===== src/rtl/usb_cmd_pkg.sv =====
package usb_cmd_pkg;
  localparam logic [7:0] PH_WRITE = 8'h01;
  localparam logic [7:0] PH_READ  = 8'h02;
  localparam logic [7:0] PH_CMD   = 8'h05;

  localparam logic [7:0] OP_SET_ADDR = 8'hD0;
  localparam logic [7:0] OP_CONFIG   = 8'hD8;
  localparam logic [7:0] OP_SET_MODE = 8'hF3;
  localparam logic [7:0] OP_FRAME    = 8'hF5;
  localparam logic [7:0] OP_ERR_STAT = 8'hFB;
  localparam logic [7:0] OP_TEST     = 8'hFD;
  localparam logic [7:0] OP_DEV_STAT = 8'hFE;
  localparam logic [7:0] OP_ERR_CODE = 8'hFF;

  function automatic logic op_takes_arg(input logic [7:0] op);
    return (op == OP_SET_ADDR) || (op == OP_CONFIG) || (op == OP_SET_MODE);
  endfunction

  function automatic logic op_has_result(input logic [7:0] op);
    return (op == OP_FRAME) || (op == OP_ERR_STAT) || (op == OP_TEST) ||
           (op == OP_DEV_STAT) || (op == OP_ERR_CODE);
  endfunction

  function automatic logic op_is_wide(input logic [7:0] op);
    return (op == OP_FRAME) || (op == OP_TEST);
  endfunction

  // 1 + index of lowest set bit, 0 when none
  function automatic logic [3:0] lowest_err(input logic [7:0] v);
    logic [3:0] r;
    r = 4'd0;
    for (int i = 7; i >= 0; i--) begin
      if (v[i]) r = 4'(i + 1);
    end
    return r;
  endfunction
endpackage


===== src/rtl/usb_cmd_seq.sv =====
module usb_cmd_seq
  import usb_cmd_pkg::*;
(
  input  logic        clk,
  input  logic        rst_n,
  input  logic        accept,
  input  logic [31:0] word,
  output logic        wr_stb,
  output logic        rd_stb,
  output logic        rd_bad,
  output logic        cc_set,
  output logic [7:0]  op,
  output logic [7:0]  arg,
  output logic        rd_hi
);
  logic [7:0] phase;
  logic       pend_v;
  logic [7:0] pend_op;
  logic       hi_q;

  assign phase = word[15:8];
  assign arg   = word[23:16];
  assign op    = pend_op;
  assign rd_hi = hi_q;

  assign wr_stb = accept && (phase == PH_WRITE) && pend_v && op_takes_arg(pend_op);
  assign rd_stb = accept && (phase == PH_READ) && pend_v && (arg == pend_op) &&
                  op_has_result(pend_op);
  assign rd_bad = accept && (phase == PH_READ) && !rd_stb;
  assign cc_set = accept && ((phase == PH_CMD) || (phase == PH_WRITE));

  always_ff @(posedge clk) begin
    if (!rst_n) begin
      pend_v  <= 1'b0;
      pend_op <= '0;
      hi_q    <= 1'b0;
    end else if (accept && (phase == PH_CMD)) begin
      pend_v  <= 1'b1;
      pend_op <= arg;
      hi_q    <= 1'b0;
    end else if (wr_stb) begin
      pend_v <= 1'b0;
    end else if (rd_stb) begin
      if (op_is_wide(pend_op) && !hi_q) begin
        hi_q <= 1'b1;
      end else begin
        pend_v <= 1'b0;
        hi_q   <= 1'b0;
      end
    end
  end
endmodule


===== src/rtl/usb_dev_cfg.sv =====
module usb_dev_cfg
  import usb_cmd_pkg::*;
#(
  parameter int ADDR_W = 7
) (
  input  logic              clk,
  input  logic              rst_n,
  input  logic              wr_stb,
  input  logic [7:0]        op,
  input  logic [7:0]        arg,
  output logic [ADDR_W-1:0] dev_addr,
  output logic              dev_en,
  output logic              configured,
  output logic [7:0]        mode
);
  always_ff @(posedge clk) begin
    if (!rst_n) begin
      dev_addr   <= '0;
      dev_en     <= 1'b0;
      configured <= 1'b0;
      mode       <= '0;
    end else if (wr_stb) begin
      case (op)
        OP_SET_ADDR: begin
          dev_addr <= arg[ADDR_W-1:0];
          dev_en   <= arg[ADDR_W];
        end
        OP_CONFIG:   configured <= arg[0];
        OP_SET_MODE: mode <= arg;
        default: ;
      endcase
    end
  end
endmodule


===== src/rtl/usb_evt_status.sv =====
module usb_evt_status
  import usb_cmd_pkg::*;
(
  input  logic       clk,
  input  logic       rst_n,
  input  logic       link_up,
  input  logic       suspend_in,
  input  logic       bus_reset,
  input  logic [7:0] err_evt,
  input  logic       clr_dev,
  input  logic       clr_err,
  output logic [7:0] dev_stat,
  output logic [7:0] err_stat,
  output logic [7:0] err_code,
  output logic       dev_evt
);
  logic       link_q, susp_q, con_chg, sus_chg, rst_seen;
  logic       con_evt, sus_evt;
  logic [7:0] err_q;
  logic [3:0] code_q;
  logic       active_q;

  assign con_evt = link_up != link_q;
  assign sus_evt = suspend_in != susp_q;
  assign dev_evt = con_evt || sus_evt || bus_reset;

  assign dev_stat = {3'b000, rst_seen, sus_chg, susp_q, con_chg, link_q};
  assign err_stat = err_q;
  assign err_code = {3'b000, active_q, code_q};

  always_ff @(posedge clk) begin
    if (!rst_n) begin
      link_q   <= 1'b0;
      susp_q   <= 1'b0;
      con_chg  <= 1'b0;
      sus_chg  <= 1'b0;
      rst_seen <= 1'b0;
      err_q    <= '0;
      code_q   <= '0;
      active_q <= 1'b0;
    end else begin
      link_q   <= link_up;
      susp_q   <= suspend_in;
      con_chg  <= con_evt   || (con_chg  && !clr_dev);
      sus_chg  <= sus_evt   || (sus_chg  && !clr_dev);
      rst_seen <= bus_reset || (rst_seen && !clr_dev);
      err_q    <= err_evt | (clr_err ? 8'h00 : err_q);
      if (|err_evt) begin
        code_q   <= lowest_err(err_evt);
        active_q <= 1'b1;
      end
    end
  end
endmodule


===== src/rtl/usb_cmd_engine.sv =====
module usb_cmd_engine
  import usb_cmd_pkg::*;
#(
  parameter int          FRAME_W   = 11,
  parameter logic [15:0] TEST_WORD = 16'hA50F
) (
  input  logic        clk,
  input  logic        rst_n,
  input  logic        cmd_valid,
  output logic        cmd_ready,
  input  logic [31:0] cmd_word,
  output logic        rd_valid,
  input  logic        rd_ready,
  output logic [7:0]  rd_data,
  output logic        cc_empty,
  output logic        dev_int,
  input  logic [1:0]  int_clr,
  input  logic        usb_clk_on,
  input  logic        frame_tick,
  input  logic        link_up,
  input  logic        suspend_in,
  input  logic        bus_reset,
  input  logic [7:0]  err_evt,
  output logic [6:0]  dev_addr,
  output logic        dev_en,
  output logic        configured,
  output logic [7:0]  mode
);
  localparam int ADDR_W = 7;

  logic               accept, wr_stb, rd_stb, rd_bad, cc_set, rd_hi, dev_evt;
  logic [7:0]         op, arg, rd_byte, dev_stat, err_stat, err_code;
  logic [FRAME_W-1:0] frame_q;
  logic [7:0]         frame_hi_q;

  assign cmd_ready = !rd_valid;
  assign accept    = cmd_valid && cmd_ready;

  usb_cmd_seq u_seq (
    .clk(clk), .rst_n(rst_n), .accept(accept), .word(cmd_word),
    .wr_stb(wr_stb), .rd_stb(rd_stb), .rd_bad(rd_bad), .cc_set(cc_set),
    .op(op), .arg(arg), .rd_hi(rd_hi)
  );

  usb_dev_cfg #(.ADDR_W(ADDR_W)) u_cfg (
    .clk(clk), .rst_n(rst_n), .wr_stb(wr_stb), .op(op), .arg(arg),
    .dev_addr(dev_addr), .dev_en(dev_en), .configured(configured), .mode(mode)
  );

  usb_evt_status u_evt (
    .clk(clk), .rst_n(rst_n), .link_up(link_up), .suspend_in(suspend_in),
    .bus_reset(bus_reset), .err_evt(err_evt),
    .clr_dev(rd_stb && (op == OP_DEV_STAT)),
    .clr_err(rd_stb && (op == OP_ERR_STAT)),
    .dev_stat(dev_stat), .err_stat(err_stat), .err_code(err_code),
    .dev_evt(dev_evt)
  );

  always_comb begin
    rd_byte = '0;
    if (rd_stb) begin
      case (op)
        OP_TEST:     rd_byte = !usb_clk_on ? 8'h00 :
                               (rd_hi ? TEST_WORD[15:8] : TEST_WORD[7:0]);
        OP_FRAME:    rd_byte = rd_hi ? frame_hi_q : frame_q[7:0];
        OP_DEV_STAT: rd_byte = dev_stat;
        OP_ERR_STAT: rd_byte = err_stat;
        OP_ERR_CODE: rd_byte = err_code;
        default:     rd_byte = '0;
      endcase
    end
  end

  always_ff @(posedge clk) begin
    if (!rst_n) begin
      frame_q    <= '0;
      frame_hi_q <= '0;
      rd_valid   <= 1'b0;
      rd_data    <= '0;
      cc_empty   <= 1'b0;
      dev_int    <= 1'b0;
    end else begin
      if (frame_tick) frame_q <= frame_q + 1'b1;
      if (rd_stb && (op == OP_FRAME) && !rd_hi) frame_hi_q <= 8'(frame_q >> 8);
      if (rd_stb || rd_bad) begin
        rd_valid <= 1'b1;
        rd_data  <= rd_byte;
      end else if (rd_ready) begin
        rd_valid <= 1'b0;
      end
      cc_empty <= cc_set  || (cc_empty && !int_clr[0]);
      dev_int  <= dev_evt || (dev_int  && !int_clr[1]);
    end
  end
endmodule


===== config.mk =====
export PLATFORM = sky130hd
export DESIGN_NAME = usb_cmd_engine
export DESIGN_NICKNAME = d
export VERILOG_FILES = /design/src/rtl/usb_cmd_pkg.sv /design/src/rtl/usb_cmd_seq.sv /design/src/rtl/usb_dev_cfg.sv /design/src/rtl/usb_evt_status.sv /design/src/rtl/usb_cmd_engine.sv
export SDC_FILE = /design/constraint.sdc
export NUM_CORES = 1
export LEC_CHECK = 0
export BUFFER_PORTS_ARGS = -buffer_cell sky130_fd_sc_hd__buf_2
export CAP_MARGIN = 30
export CORE_MARGIN = 10
export CORE_UTILIZATION = 57
export CTS_CLUSTER_DIAMETER = 30
export CTS_CLUSTER_SIZE = 40
export DETAILED_ROUTE_END_ITERATION = 6
export HOLD_SLACK_MARGIN = 0.02
export PLACE_DENSITY_LB_ADDON = 0.05
export SETUP_SLACK_MARGIN = 0.5
export SYNTH_ARGS = -nofsm -noshare
export SYNTH_HDL_FRONTEND = slang
export SYNTH_SLANG_ARGS = --single-unit

===== constraint.sdc =====
create_clock -name clk -period 2.8 [get_ports clk]
set_input_delay 0.14 -clock clk [delete_from_list [all_inputs] [get_ports clk]]
set_output_delay 0.14 -clock clk [all_outputs]
set_load 0.005 [all_outputs]

==> summary.md <==
| Metric | Value |
|---|---|
| Worst min path class | in2reg |
| Ranking of synthesized cells by area | dfxtp_1 44%, mux2i_1 10%, nor2_1 6.3% |
| Startpoint class of the critical path | flop |
| Status | finished clean |
| RSZ-0062 raised after global routing | no |
| Achievable frequency | 0.4718 GHz |
| Total area of sequential cells | 1401 µm² |
| Antenna violations before repair | 0 |
| Row count | 27 |
| Crit path DAT | 2.36 ns |
| Fillers | 458 |
| Synth Warn # | 0 |
| Drt via density | 5.582 |
| Share of cells above drive strength 1 | 21.05% |
| Peak supply drop | 0.4199 mV |
| Port bufs | 63 |
| DRC | 0 |
| Dpl cells | 491 |
| TritonCTS clock tree | built |
| # diodes | 0 |
| Area growth from synthesis to final layout | 19.93% |
| CP endpoint kind | flop |
| Placed cell areas | 3581 µm² |
| Fin crit period | 2.120 ns |
| Final Max Tran Viols | 0 |
| Ys flop type | dfxtp_1 |
| Fin. Hold Viols | 0 |
| CP Class | reg2reg |
| Maxcap violations | 0 |
| Cts bufs inserted | 9 |
| Critical Path RT | 3.04 ns |
| Via Count | 2,841 |
| Commonest non-fill, non-tap cell in the layout | dfxtp_1 |
| Initial Util | 58.49% |
| Root buffer cell | clkbuf_8 |
| Netlist Area Pre-Place | 3221 µm² |
| Die Ht | 95.17 µm |
| Grt ovf | 0 |
| Detailed placement HPWL | 5761 µm |
| Pre-Repair DR Iteration Count | 5 |
| EDFF count, synth | 0 |
| Number of nets with antenna violations after routing | 0 |
| Most frequent cells in the layout | 70 x dfxtp_1, 63 x buf_2, 54 x nor2_1 |
| CTS Buffer Depth | 2 |
| P_leak | 0.001576 µW |
| Measured slew at the worst slew-check pin | 0.6033 ns |
| Postcts setup bufs | 0 |
| Avg WL per Cell | 15.43 µm |
| Area of the multi-input gates | 1712 µm² |
| Share of the synthesized area in the top cell type | 43.51% |
| Drt first-iter violations | 147 |
| Clock skew | 0.008569 ns |
| Die outline area | 9056 µm² |
| Largest net degree at the start of global routing | 50 |
| Final WS setup | 0.6804 ns |
| Worst skew pair latency | 0.35 ns |
| Final setup viols | 0 |
| PD cells | 562.4 nW/µm² |
| Routability Congestion | 0.8432 |
| Core footprint | 5507 µm² |
| Maximum fanout along the worst path | 14 |
| Synth unique cells | 43 |
| CTS H-tree lvls | 3 |
| #FFs+latches synth | 70 |
| Worst relative slew slack | 59.59% |
| Async set-reset flop share out of synthesis | 0% |
| Yosys top cell by area | dfxtp_1 |
| Pre-CTS setup slack | 0.6929 ns |
| Number of global-route vias before repair | 2,796 |
| Clk pin slew, worst setup/hold paths | 0.07 ns |
| Routed WL | 7856 µm |
| Global Route Usage Sum | 18.28% |
| Register area share after synthesis | 43.51% |
| Syn_nets | 422 |
| Clock Sinks | 70 |
| I/O Pins | 80 |
| Crit share post-route | 75.70% |
| Syn avg cell area | 8.704 µm² |
| Layout Cells excl Fill | 509 |
| Die width | 95.17 µm |
| Global-route wire length before repair | 13,250 µm |
| Final setup TNS | 0 ns |
| Final nets | 484 |
| Design area | 3862 µm² |
| Mapped Cells | 370 |
==> routing by layer <==
layer | GRT usage [%] | part of all wire [%] | vias up
li1 | - | - | 1427
met5 | 0 | 0 | -
met4 | 7.980 | 1.2 | 0
met2 | 29.49 | 48 | 83
met3 | 4.713 | 6.0 | 12
met1 | 22.52 | 45 | 1319
==> power by group <==
group	internal, µW	switching (µW)
Sequential	1020	15.2
Clock	640	385
Combinational	49.3	67.0
Total	1710	467
==> area by class of cell <==
cell class | instances | share of cell area (%)
clock buffers | 11 | 3.920
clock inverters | 5 | 2.721
inverters | 10 | 0.9718
multi-input cells | 272 | 44.31
flip-flops and latches | 70 | 36.28
well taps | 72 | 2.332
repair buffers | 69 | 9.459
==> path summary, 6_finish.rpt <==
check / start / depth (start not counted) / slack [ns] / end
worst max-delay path: u_seq.op[2] / 5 / 0.68 / u_seq.rd_hi
worst min-delay path: rd_ready / 3 / 0.07 / rd_valid
worst max register to register: u_seq.op[2] / 5 / 0.68 / u_seq.rd_hi
worst min register to register: rd_data[5] / 2 / 0.46 / rd_data[5]
==> logic make-up (layout without fill, tap and decap cells) <==
logic type               Yosys count  after routing  synth area share [%]
AO/OA/AOI/OAI                     70             70                 12.70
XOR/XNOR                          18             18                 4.895
adder cells (fa/ha/maj)            1              1                0.3884
buffers and inverters             28             95                 3.497
flip-flops                        70             70                 43.51
multiplexers                      35             35                 11.07
AND/OR/NAND/NOR                  148            148                 23.93
==> worst max-delay path: stages (launching register included) <==
cell and delay (ns):
dfxtp_1 0.65, xnor2_1 0.18, nand4_1 0.18, nor4_4 0.50, nand2_2 0.18, mux2_4 0.32
==> cell usage after synthesis (all sizes together) (6+ instances only) <==
cell type and instances:
nand4 9, buf 6, nor3 6, inv 10
nor2 54, mux2i 33, xor2 7, a31oi 6
nand2 29, nand3 7, and2 6, dfxtp 70
and3 6, clkbuf 12, a21oi 28, or3 7
xnor2 11, o21ai 18
==> registers in the layout (all words and copies together), names as in the netlist, 3 cells and up <==
register	cells
u_cfg.dev_addr	7
frame_q	11
frame_hi_q	3
u_seq.op	8
u_cfg.mode	8
rd_data	8
u_evt.code_q	4
u_evt.err_stat	8
==> repair_timing <==
| action | in CTS | in global routing |
|---|---|---|
| gates resized for setup | 0 | 1 |
| hold buffers | 2 | 0 |
| hold endpoints to repair | 2 | 0 |
| setup endpoints to repair | 0 | 2 |
==> stage by stage <==
| stage | hold slack [ns] | utilization, % | total power, µW |
|---|---|---|---|
| floorplan | 0.2617 | - | 1108 |
| global placement | 0.3725 | 65.03 | 1164 |
| detailed placement | 0.3795 | 65.03 | 1168 |
| CTS | 0.06518 | 70.05 | 2183 |
| global route | 0.06942 | 70.14 | 2242 |
| finish | 0.07168 | 70.14 | 2172 |
No activity file was read; power rests on OpenSTA's default activity.
